[config.mk]
export PLATFORM = sky130hd
export DESIGN_NAME = accel_err_ctrl
export DESIGN_NICKNAME = d
export VERILOG_FILES = /design/src/rtl/accel_err_pkg.sv /design/src/rtl/accel_err_classify.sv /design/src/rtl/accel_err_opctl.sv /design/src/rtl/accel_err_regs.sv /design/src/rtl/accel_err_alert.sv /design/src/rtl/accel_err_ctrl.sv
export SDC_FILE = /design/constraint.sdc
export NUM_CORES = 1
export LEC_CHECK = 0
export ABC_CLOCK_PERIOD_IN_PS = 1700
export BUFFER_PORTS_ARGS = -buffer_cell sky130_fd_sc_hd__buf_2
export CAP_MARGIN = 15
export CORE_MARGIN = 2
export CORE_UTILIZATION = 49
export DETAILED_ROUTE_END_ITERATION = 8
export GPL_TIMING_DRIVEN = 0
export PLACE_DENSITY = 0.86
export SKIP_CTS_REPAIR_TIMING = 1
export SLEW_MARGIN = 40
export SYNTH_ARGS = -nofsm -noshare
export SYNTH_HDL_FRONTEND = slang
export SYNTH_SLANG_ARGS = --single-unit
[constraint.sdc]
create_clock -name clk -period 1.7 [get_ports clk]
set_clock_uncertainty 0.05 [all_clocks]
set_input_delay 0.34 -clock clk [delete_from_list [all_inputs] [get_ports clk]]
set_output_delay 0.34 -clock clk [all_outputs]
set_load 0.02 [all_outputs]
[src/rtl/accel_err_pkg.sv]
package accel_err_pkg;
  localparam int unsigned CAUSE_W          = 8;
  localparam logic [CAUSE_W-1:0] FATAL_SET = 8'hE0;

  typedef struct packed {
    logic stop;
    logic wipe_int;
    logic done;
  } term_resp_t;
endpackage

[src/rtl/accel_err_classify.sv]
module accel_err_classify #(
  parameter int unsigned CAUSE_W = 8,
  parameter logic [CAUSE_W-1:0] FATAL_SET = '0
) (
  input  logic [CAUSE_W-1:0] err_i,
  input  logic               wipe_active_i,
  input  logic               busy_i,
  output logic [CAUSE_W-1:0] det_o,
  output logic [CAUSE_W-1:0] fat_bits_o,
  output logic               rec_hit_o,
  output logic               fat_hit_o
);
  logic [CAUSE_W-1:0] rec_bits;

  // Per-cause classification; the scrub flag masks every cause.
  for (genvar i = 0; i < CAUSE_W; i++) begin : g_cause
    if (FATAL_SET[i]) begin : g_fatal
      assign fat_bits_o[i] = err_i[i] & ~wipe_active_i;
      assign rec_bits[i]   = 1'b0;
    end else begin : g_rec
      assign fat_bits_o[i] = 1'b0;
      assign rec_bits[i]   = err_i[i] & ~wipe_active_i & busy_i;
    end
  end

  assign det_o     = fat_bits_o | rec_bits;
  assign rec_hit_o = |rec_bits;
  assign fat_hit_o = |fat_bits_o;
endmodule

[src/rtl/accel_err_opctl.sv]
module accel_err_opctl
  import accel_err_pkg::*;
(
  input  logic       clk,
  input  logic       rst_n,
  input  logic       start_i,
  input  logic       finish_i,
  input  logic       rec_hit_i,
  input  logic       fat_hit_i,
  input  logic       locked_i,
  output logic       busy_o,
  output logic       term_o,
  output logic       start_ok_o,
  output term_resp_t resp_o
);
  logic       busy_d, busy_q;
  term_resp_t resp_d, resp_q;
  logic       term;

  always_comb begin
    term       = busy_q & (rec_hit_i | fat_hit_i);
    start_ok_o = start_i & ~busy_q & ~locked_i & ~fat_hit_i;
    busy_d     = busy_q;
    if (term)                    busy_d = 1'b0;
    else if (busy_q && finish_i) busy_d = 1'b0;
    else if (start_ok_o)         busy_d = 1'b1;
    resp_d.stop     = term;
    resp_d.wipe_int = term;
    resp_d.done     = term | (busy_q & finish_i);
  end

  always_ff @(posedge clk or negedge rst_n) begin
    if (!rst_n) begin
      busy_q <= 1'b0;
      resp_q <= '0;
    end else begin
      busy_q <= busy_d;
      resp_q <= resp_d;
    end
  end

  assign busy_o = busy_q;
  assign term_o = term;
  assign resp_o = resp_q;
endmodule

[src/rtl/accel_err_regs.sv]
module accel_err_regs #(
  parameter int unsigned CAUSE_W = 8
) (
  input  logic               clk,
  input  logic               rst_n,
  input  logic               term_i,
  input  logic               start_ok_i,
  input  logic               clr_i,
  input  logic [CAUSE_W-1:0] det_i,
  input  logic [CAUSE_W-1:0] fat_bits_i,
  output logic [CAUSE_W-1:0] err_bits_o,
  output logic [CAUSE_W-1:0] fatal_cause_o
);
  logic [CAUSE_W-1:0] err_d, err_q, fc_d, fc_q;
  logic               err_en, fc_en;

  always_comb begin
    err_en = term_i | start_ok_i | clr_i;
    err_d  = term_i ? det_i : '0;
    fc_en  = |fat_bits_i;
    fc_d   = fc_q | fat_bits_i;
  end

  always_ff @(posedge clk or negedge rst_n) begin
    if (!rst_n) begin
      err_q <= '0;
      fc_q  <= '0;
    end else begin
      if (err_en) err_q <= err_d;
      if (fc_en)  fc_q  <= fc_d;
    end
  end

  assign err_bits_o    = err_q;
  assign fatal_cause_o = fc_q;
endmodule

[src/rtl/accel_err_alert.sv]
module accel_err_alert (
  input  logic clk,
  input  logic rst_n,
  input  logic rec_hit_i,
  input  logic fat_hit_i,
  output logic alert_rec_o,
  output logic alert_fatal_o,
  output logic wipe_mem_o
);
  logic rpend_q, ralert_q, flock_q, wmem_q;
  logic rpend_d, ralert_d, flock_d, wmem_d;

  always_comb begin
    rpend_d  = rec_hit_i;
    ralert_d = rpend_q;
    flock_d  = flock_q | fat_hit_i;
    wmem_d   = fat_hit_i;
  end

  always_ff @(posedge clk or negedge rst_n) begin
    if (!rst_n) begin
      rpend_q  <= 1'b0;
      ralert_q <= 1'b0;
      flock_q  <= 1'b0;
      wmem_q   <= 1'b0;
    end else begin
      rpend_q  <= rpend_d;
      ralert_q <= ralert_d;
      flock_q  <= flock_d;
      wmem_q   <= wmem_d;
    end
  end

  assign alert_rec_o   = ralert_q;
  assign alert_fatal_o = flock_q;
  assign wipe_mem_o    = wmem_q;
endmodule

[src/rtl/accel_err_ctrl.sv]
module accel_err_ctrl
  import accel_err_pkg::*;
(
  input  logic               clk,
  input  logic               rst_n,
  input  logic               start_i,
  input  logic               finish_i,
  input  logic [CAUSE_W-1:0] err_i,
  input  logic               wipe_active_i,
  input  logic               err_clr_i,
  output logic               busy_o,
  output logic               stop_o,
  output logic               wipe_int_o,
  output logic               wipe_mem_o,
  output logic               done_o,
  output logic [CAUSE_W-1:0] err_bits_o,
  output logic [CAUSE_W-1:0] fatal_cause_o,
  output logic               alert_rec_o,
  output logic               alert_fatal_o
);
  logic               rst_s1_q, rst_s2_q, rst_int_n;
  logic [CAUSE_W-1:0] det, fat_bits;
  logic               rec_hit, fat_hit, term, start_ok, busy;
  term_resp_t         resp;

  // Assert asynchronously, release on a clock edge.
  always_ff @(posedge clk or negedge rst_n) begin
    if (!rst_n) begin
      rst_s1_q <= 1'b0;
      rst_s2_q <= 1'b0;
    end else begin
      rst_s1_q <= 1'b1;
      rst_s2_q <= rst_s1_q;
    end
  end
  assign rst_int_n = rst_s2_q;

  accel_err_classify #(.CAUSE_W(CAUSE_W), .FATAL_SET(FATAL_SET)) u_cls (
    .err_i(err_i), .wipe_active_i(wipe_active_i), .busy_i(busy),
    .det_o(det), .fat_bits_o(fat_bits), .rec_hit_o(rec_hit), .fat_hit_o(fat_hit)
  );

  accel_err_opctl u_op (
    .clk(clk), .rst_n(rst_int_n), .start_i(start_i), .finish_i(finish_i),
    .rec_hit_i(rec_hit), .fat_hit_i(fat_hit), .locked_i(alert_fatal_o),
    .busy_o(busy), .term_o(term), .start_ok_o(start_ok), .resp_o(resp)
  );

  accel_err_regs #(.CAUSE_W(CAUSE_W)) u_regs (
    .clk(clk), .rst_n(rst_int_n), .term_i(term), .start_ok_i(start_ok),
    .clr_i(err_clr_i), .det_i(det), .fat_bits_i(fat_bits),
    .err_bits_o(err_bits_o), .fatal_cause_o(fatal_cause_o)
  );

  accel_err_alert u_alert (
    .clk(clk), .rst_n(rst_int_n), .rec_hit_i(rec_hit), .fat_hit_i(fat_hit),
    .alert_rec_o(alert_rec_o), .alert_fatal_o(alert_fatal_o), .wipe_mem_o(wipe_mem_o)
  );

  assign busy_o     = busy;
  assign stop_o     = resp.stop;
  assign wipe_int_o = resp.wipe_int;
  assign done_o     = resp.done;
endmodule

==> metrics.csv, run 1 <==
stage,metric,value,unit
die,Die Span Y,46.2,um
flow_run,Max-Cap Viols,0,
setup_path,worst path bufs/invs,0,
setup_path,CP Max Fanout,8,
timing,final setup margin,0.107,ns
min_path,HP Start,finish_i,
synthesis,"FF+latch count, synth",20,
pwr,Power Total,755,uW
route,drt total wl,1.46,mm
setup_path,Crit Path Category,reg2reg,
synthesis,sequential area share after synthesis,0.574,
global_routing,GRT Overall Usage,0.153,
synthesis,Cells after Synth,73,
setup_path,r2r startpoint,u_op.busy_o$_DFFE_PN0P_,
setup_path,Worst EP arrival,1.71,ns
die,DIE WIDTH,46.2,um
global_routing,largest net degree at the start of global routing,19,
timing,Max Transition Viols Final,0,
timing,Max transition margin,0.526,
route,post-route antenna net violation count,0,
setup_path,Critical Path RT,1.81,ns
pwr,Pwr Density,676,nW/um^2
timing,final setup fails,0,
pwr,static leakage,0.000571,uW
die,core footprint,1710,sq um
synthesis,ys flop type,dfrtp_1,
setup_path,cell chain of the critical path,or3b_2 -> o211ai_4 -> o31ai_2,
setup_path,CP max stage delay,0.52,ns
clock_tree,root buffer cell,clkbuf_4,
place,Detailed Place HPWL,1.16,mm
route,DRT iter0 DRCs,5,
setup_path,CP endpoint kind,flop,
timing,worst slew pin tran,0.711,ns
setup_path,CP top delay family,simple AND/OR/NAND/NOR gates,
route,TritonRoute pass-1 iters,2,
route,vias,628,
global_routing,GRT Residual Overflow,0,
outcome,outcome,finished clean,
die,effective utilization at floorplan,0.511,
clock_tree,Max Buffers Root-to-Sink,2,
setup_path,setup slack on the worst flop-to-flop path,0.11,ns
pwr,Peak supply drop,509,uV
synthesis,synthesized cell area,872,sq um
synthesis,share of the synthesized area in the top cell type,0.574,
place,Port Buf Inserts,31,
timing,RSZ-0062 raised after global routing,no,
route,Vias/cell,4.58,
clock_tree,CTS HTree Levels,1,
route,WL/cell,10.6,um
synthesis,fraction of synthesis flops using an asynchronous set or reset pin,1.00,
route,Residual DRC,0,
global_routing,initial antenna violation count,0,
die,Die Area,2130,sq um
clock_tree,"Clk pin slew, worst setup/hold paths",0.10,ns
clock_tree,TritonCTS clock tree,done,
layout,share of cells above drive strength 1,0.473,
place,pre-CTS WS,-0.134,ns
min_path,Min-Delay Path Depth,2,
layout,antenna cell count,0,
die,Top-Level Pins,37,
layout,Area Overhead vs Synth,28.0,%
timing,fmax,628,MHz
setup_path,Slowest cell on crit path,or3b_2,
synthesis,syn_area_per_cell,11.9,sq um
setup_path,R2R depth,3,
synthesis,synth unique cells,21,
setup_path,RR Endpoint,u_regs.err_bits_o[7]$_DFFE_PN0P_,
synthesis,Area contributors post-synth,"dfrtp_1 57%, o31ai_2 11%, buf_4 5.2%, inv_1 4.3%, a21o_1 3.4%",
setup_path,CP Launch Type,flop,
clock_tree,clk sinks,20,
place,GP Congestion,0.734,
global_routing,first-pass GRT wire length,2.33,mm
min_path,hold path endpoint,u_op.resp_o[0]$_DFF_PN0_,
layout,fin nets,128,
synthesis,Synth Warn #,0,
global_routing,vias in the first global route,591,
die,# rows,15,
timing,number of hold violations in the final report,0,
timing,final cycle utilization of the critical path,0.937,
clock_tree,"Clk Latency, worst-skew pair",0.28,ns
synthesis,cell taking the most area after synthesis,dfrtp_1,
setup_path,Levels on crit path,3,
synthesis,Post-synth EDFFs,0,
min_path,hold crit path type,in2reg,
clock_tree,TritonCTS Buffers,3,
timing,minimum clock period,1.59,ns
-- worst register-to-register path, delay by kind of cell (launching register included) --
kind             cells  cell delay [ns]
AO/OA/AOI/OAI        2             0.48
flip-flops           1             0.42
AND/OR/NAND/NOR      1             0.52
-- synthesized netlist by cell type, drive strengths merged (2+ instances only) --
library cell and number:
dfrtp 20, buf 7, a21o 4, inv 10
o31ai 8, nand2 8, nor2b 2, conb 2
-- metal layers --
metal,part of all wire,vias up,GRT usage
li1,-,307,-
met1,0.44,301,0.183
met2,0.51,18,0.267
met3,0.042,2,0.0353
met4,0.0069,0,0.0514
met5,0,-,0
-- through the flow --
step	cells	setup TNS [ns]	cell area, sq um	hold WS [ns]	util
2_1_floorplan	77	0	887	-0.00559	-
3_3_place_gp	133	-0.759	1070	0.0753	0.629
3_5_place_dp	133	-0.993	1070	0.0764	0.629
4_1_cts	136	-0.00310	1100	-0.239	0.642
5_1_grt	137	0	1120	0.224	0.653
6_report	137	0	1120	0.223	0.653
-- how the worst max path moves through the flow --
| stage | start | slack (ns) | end |
|---|---|---|---|
| 2_1_floorplan | u_op.busy_o$_DFFE_PN0P_ | 0.07 | u_regs.err_bits_o[0]$_DFFE_PN0P_ |
| 3_3_place_gp | err_i[3] | -0.1 | u_regs.err_bits_o[4]$_DFFE_PN0P_ |
| 3_5_place_dp | err_i[3] | -0.13 | u_regs.err_bits_o[0]$_DFFE_PN0P_ |
| 4_1_cts | u_op.busy_o$_DFFE_PN0P_ | -0.003 | u_regs.err_bits_o[4]$_DFFE_PN0P_ |
| 5_1_grt | u_op.busy_o$_DFFE_PN0P_ | 0.05 | u_regs.err_bits_o[4]$_DFFE_PN0P_ |
| 6_report | u_op.busy_o$_DFFE_PN0P_ | 0.11 | u_regs.err_bits_o[7]$_DFFE_PN0P_ |
-- cells by family (layout without fill, tap and decap cells) --
| logic type | count (synthesis) | count (layout) | synth area share |
|---|---|---|---|
| DFF | 20 | 20 | 0.574 |
| buffers and inverters | 18 | 53 | 0.112 |
| AOI/OAI and AO/OA | 17 | 17 | 0.199 |
| and+or+nand+nor | 16 | 16 | 0.106 |
| other | 2 | 6 | 0.00861 |
-- flip-flops by register name, summed over array words and instances (netlist names) --
name	cells
rst_int_n	1
rst_s1_q	1
u_alert.alert_fatal_o	1
u_alert.alert_rec_o	1
u_alert.ralert_d	1
u_alert.wipe_mem_o	1
u_op.busy_o	1
u_op.resp_o	2
u_regs.err_bits_o	8
u_regs.fatal_cause_o	3
-- layout by cell type, fill, tap and decap left out, types with 2 or more instances in the layout --
| master | instances |
|---|---|
| a21o_1 | 4 |
| buf_2 | 31 |
| buf_4 | 6 |
| clkbuf_4 | 3 |
| conb_1 | 6 |
| dfrtp_1 | 20 |
| inv_1 | 10 |
| nand2_1 | 8 |
| nor2b_1 | 2 |
| o31ai_2 | 8 |
-- power by group --
part / switching, uW / internal, uW
Clock: 127 / 82.0
Combinational: 32.2 / 25.6
Sequential: 8.45 / 479
Total: 168 / 587
-- layout make-up --
| type | instances | area [sq um] |
|---|---|---|
| tap | 25 | 31.3 |
| inverter | 10 | 37.5 |
| sequential | 20 | 500 |
| buffer | 8 | 61.3 |
| clock buffer | 3 | 22.5 |
| fill | 141 | 592 |
| timing repair buffer | 32 | 165 |
| multi-input combinational | 39 | 298 |
No activity file was read; power rests on OpenSTA's default activity.
==> run 2: changes to the inputs <==
Settings changed: ABC_AREA set to 1, CORE_UTILIZATION 49 to 48, PLACE_DENSITY 0.86 to 0.85.
==> run 2 against run 1 <==
Sequential power is essentially flat. Utilization fell by 1.1 points. Total power is 8.7% higher. Worst setup slack improved by 0.21 ns. Clock-buffer cell count increased by 1. Cell count increased by 3.6%. Non-clock buffer count fell by 1. Flip-flop and latch count unchanged. Global-route usage up 1.6 points. First-iteration DRC count grew 60%.
==> metrics.csv, run 2 <==
stage,metric,value,unit
outcome,outcome,finished clean,
pwr,switching share of power,0.222,
route,post-route antenna net violation count,0,
die,Die Span Y,46.0,um
synthesis,Post-synth EDFFs,0,
synthesis,Area contributors post-synth,"dfrtp_1 59%, nand2_1 8.8%, nand3_1 7.1%, buf_4 5.3%, inv_1 3.1%",
layout,fin nets,140,
synthesis,Synth Area in XOR/XNOR,0,
synthesis,synthesized-area fraction occupied by adder cells,0,
setup_path,r2r startpoint,u_op.busy_o$_DFFE_PN0P_,
synthesis,Synth Warn #,0,
setup_path,CP max stage delay,0.40,ns
clock_tree,TritonCTS Buffers,3,
route,drt total wl,1.59,mm
timing,Setup TNS Final,0,ns
pwr,static leakage,0.000666,uW
min_path,hold path endpoint,u_regs.err_bits_o[0]$_DFFE_PN0P_,
setup_path,Critical Path RT,1.88,ns
die,effective utilization at floorplan,0.502,
setup_path,R2R depth,8,
pwr,sequential share of power,0.595,
layout,share of cells above drive strength 1,0.432,
synthesis,cell taking the most area after synthesis,dfrtp_1,
global_routing,first-pass GRT wire length,2.54,mm
setup_path,CP Max Fanout,10,
synthesis,synth unique cells,19,
die,# rows,15,
synthesis,Synth Area in Simple Gates,0.264,
pwr,Net Sw Power,182,uW
setup_path,Crit Path Category,reg2reg,
setup_path,CP endpoint kind,flop,
clock_tree,CTS HTree Levels,1,
global_routing,GRT Overall Usage,0.168,
min_path,hold crit path type,in2reg,
layout,Multi-input gate area,268,sq um
pwr,Peak supply drop,393,uV
place,Port Buf Inserts,31,
timing,final cycle utilization of the critical path,0.812,
min_path,HP Start,err_i[0],
setup_path,cell chain of the critical path,buf_6 -> nand3_1 -> nand2_1 -> nor2_4 -> nand3_2 -> nand2_4 -> nand3_1 -> nand2_1,
synthesis,"top cells by count, synth","20 x dfrtp_1, 20 x nand2_1, 12 x nand3_1",
synthesis,ys flop type,dfrtp_1,
setup_path,CP Launch Type,flop,
global_routing,vias in the first global route,613,
timing,RSZ-0062 raised after global routing,no,
synthesis,fraction of synthesis flops using an asynchronous set or reset pin,1.00,
synthesis,syn_area_per_cell,9.98,sq um
clock_tree,clk sinks,20,
timing,Max transition margin,0.532,
timing,minimum clock period,1.38,ns
timing,tightest hold margin,0.219,ns
setup_path,Slowest cell on crit path,dfrtp_1,
layout,Largest register FFs,8,
pwr,Clk pwr share,0.322,
layout,"most common cell after layout, fill and taps aside",buf_2,
global_routing,largest net degree at the start of global routing,19,
synthesis,synthesized cell area,848,sq um
die,core footprint,1690,sq um
layout,FILL cells,145,
route,vias,666,
timing,number of hold violations in the final report,0,
synthesis,dominant combinational cell family by area after synthesis,simple AND/OR/NAND/NOR gates,
pwr,Pwr Density,755,nW/um^2
place,Detailed Place HPWL,1.27,mm
min_path,Min-Delay Path Depth,3,
die,DIE WIDTH,46.0,um
setup_path,Worst EP arrival,1.56,ns
setup_path,RR Endpoint,u_regs.err_bits_o[7]$_DFFE_PN0P_,
clock_tree,"Clk Latency, worst-skew pair",0.29,ns
die,Die Area,2120,sq um
synthesis,sequential area share after synthesis,0.590,
pwr,Comb pwr share,0.083,
pwr,Int Power,638,uW
route,Residual DRC,0,
layout,antenna cell count,0,
clock_tree,TritonCTS clock tree,done,
clock_tree,Max Buffers Root-to-Sink,2,
global_routing,GRT Residual Overflow,0,
timing,worst slew pin tran,0.701,ns
timing,Max Transition Viols Final,0,
synthesis,Cells after Synth,85,
timing,final setup fails,0,
layout,sequential cell area,500,sq um
clock_tree,"Clk pin slew, worst setup/hold paths",0.11,ns
die,Top-Level Pins,37,
route,TritonRoute pass-1 iters,4,
synthesis,mux cell area share after synthesis,0,
global_routing,initial antenna violation count,0,
synthesis,"FF+latch count, synth",20,
setup_path,setup slack on the worst flop-to-flop path,0.32,ns
synthesis,share of the synthesized area in the top cell type,0.590,
layout,most frequent cells in the layout,"31 x buf_2, 20 x nand2_1, 20 x dfrtp_1",
flow_run,Max-Cap Viols,0,
layout,Area Overhead vs Synth,28.0,%
route,DRT iter0 DRCs,8,
route,WL/cell,11.2,um
timing,fmax,724,MHz
place,GP Congestion,0.799,
synthesis,Synth Area in Compound Gates,0.0251,
clock_tree,root buffer cell,clkbuf_4,
route,Vias/cell,4.69,
==> run 2: cell types whose count changed in the layout (fill, tap and decap cells not counted), sizes merged, moves of 4 or more <==
cell	previous run	this run
nor2	0	5
nand3	0	14
a21o	4	0
o31ai	8	0
nand2	8	21
==> run 2: kinds of logic after synthesis <==
| family | after synthesis |
|---|---|
| simple gates | 43 |
| flops | 20 |
| compound gates | 3 |
| buf+inv | 17 |
| other cells | 2 |
==> run 2: power groups by stage <==
| stage | Clock [uW] | Combinational [uW] | Sequential (uW) |
|---|---|---|---|
| 3_5_place_dp | 0 | 65.1 | 498 |
| 2_1_floorplan | 0 | 37.8 | 499 |
| 6_report | 264 | 67.9 | 488 |
| 3_3_place_gp | 0 | 64.5 | 498 |
| 4_1_cts | 266 | 65.4 | 489 |
| 5_1_grt | 291 | 74.8 | 490 |
==> run 2: final cells by class <==
class / instances / area share
sequential: 20 / 0.461
multi-input combinational: 52 / 0.247
timing repair buffer: 32 / 0.152
buffer: 7 / 0.0518
inverter: 10 / 0.0357
clock buffer: 4 / 0.0334
tap: 17 / 0.0196
==> run 2: worst max-delay path by stage <==
stage,startpoint,end
finish,u_op.busy_o$_DFFE_PN0P_,u_regs.err_bits_o[7]$_DFFE_PN0P_
global route,u_op.busy_o$_DFFE_PN0P_,u_regs.err_bits_o[6]$_DFFE_PN0P_
CTS,u_op.busy_o$_DFFE_PN0P_,u_op.resp_o[0]$_DFF_PN0_
detailed placement,wipe_active_i,u_regs.err_bits_o[2]$_DFFE_PN0P_
global placement,wipe_active_i,u_regs.err_bits_o[0]$_DFFE_PN0P_
floorplan,u_op.busy_o$_DFFE_PN0P_,u_op.resp_o[0]$_DFF_PN0_
==> run 2: worst max-delay path, delay by kind of cell, from the launching register on <==
family	cells	cell delay, ns
buf+inv	1	0.14
simple gates	7	0.72
flops	1	0.40
==> run 2: per-stage QoR <==
| stage | std cells | power, uW | util | cell area, sq um | setup WS, ns |
|---|---|---|---|---|---|
| 2_1_floorplan | 89 | 537 | - | 863 | 0.370 |
| 5_1_grt | 142 | 856 | 0.643 | 1090 | 0.216 |
| 3_5_place_dp | 137 | 563 | 0.616 | 1040 | 0.340 |
| 4_1_cts | 141 | 821 | 0.637 | 1080 | 0.313 |
| 3_3_place_gp | 137 | 562 | 0.616 | 1040 | 0.353 |
| 6_report | 142 | 820 | 0.643 | 1090 | 0.319 |
==> run 2: metal layers <==
| layer | wire length, um | part of all wire | vias to the layer above | GRT usage |
|---|---|---|---|---|
| li1 | - | - | 332 | - |
| met1 | 677 | 0.42 | 306 | 0.220 |
| met2 | 798 | 0.50 | 26 | 0.269 |
| met3 | 97 | 0.061 | 2 | 0.0238 |
| met4 | 19 | 0.012 | 0 | 0.0857 |
| met5 | 0 | 0 | - | 0 |
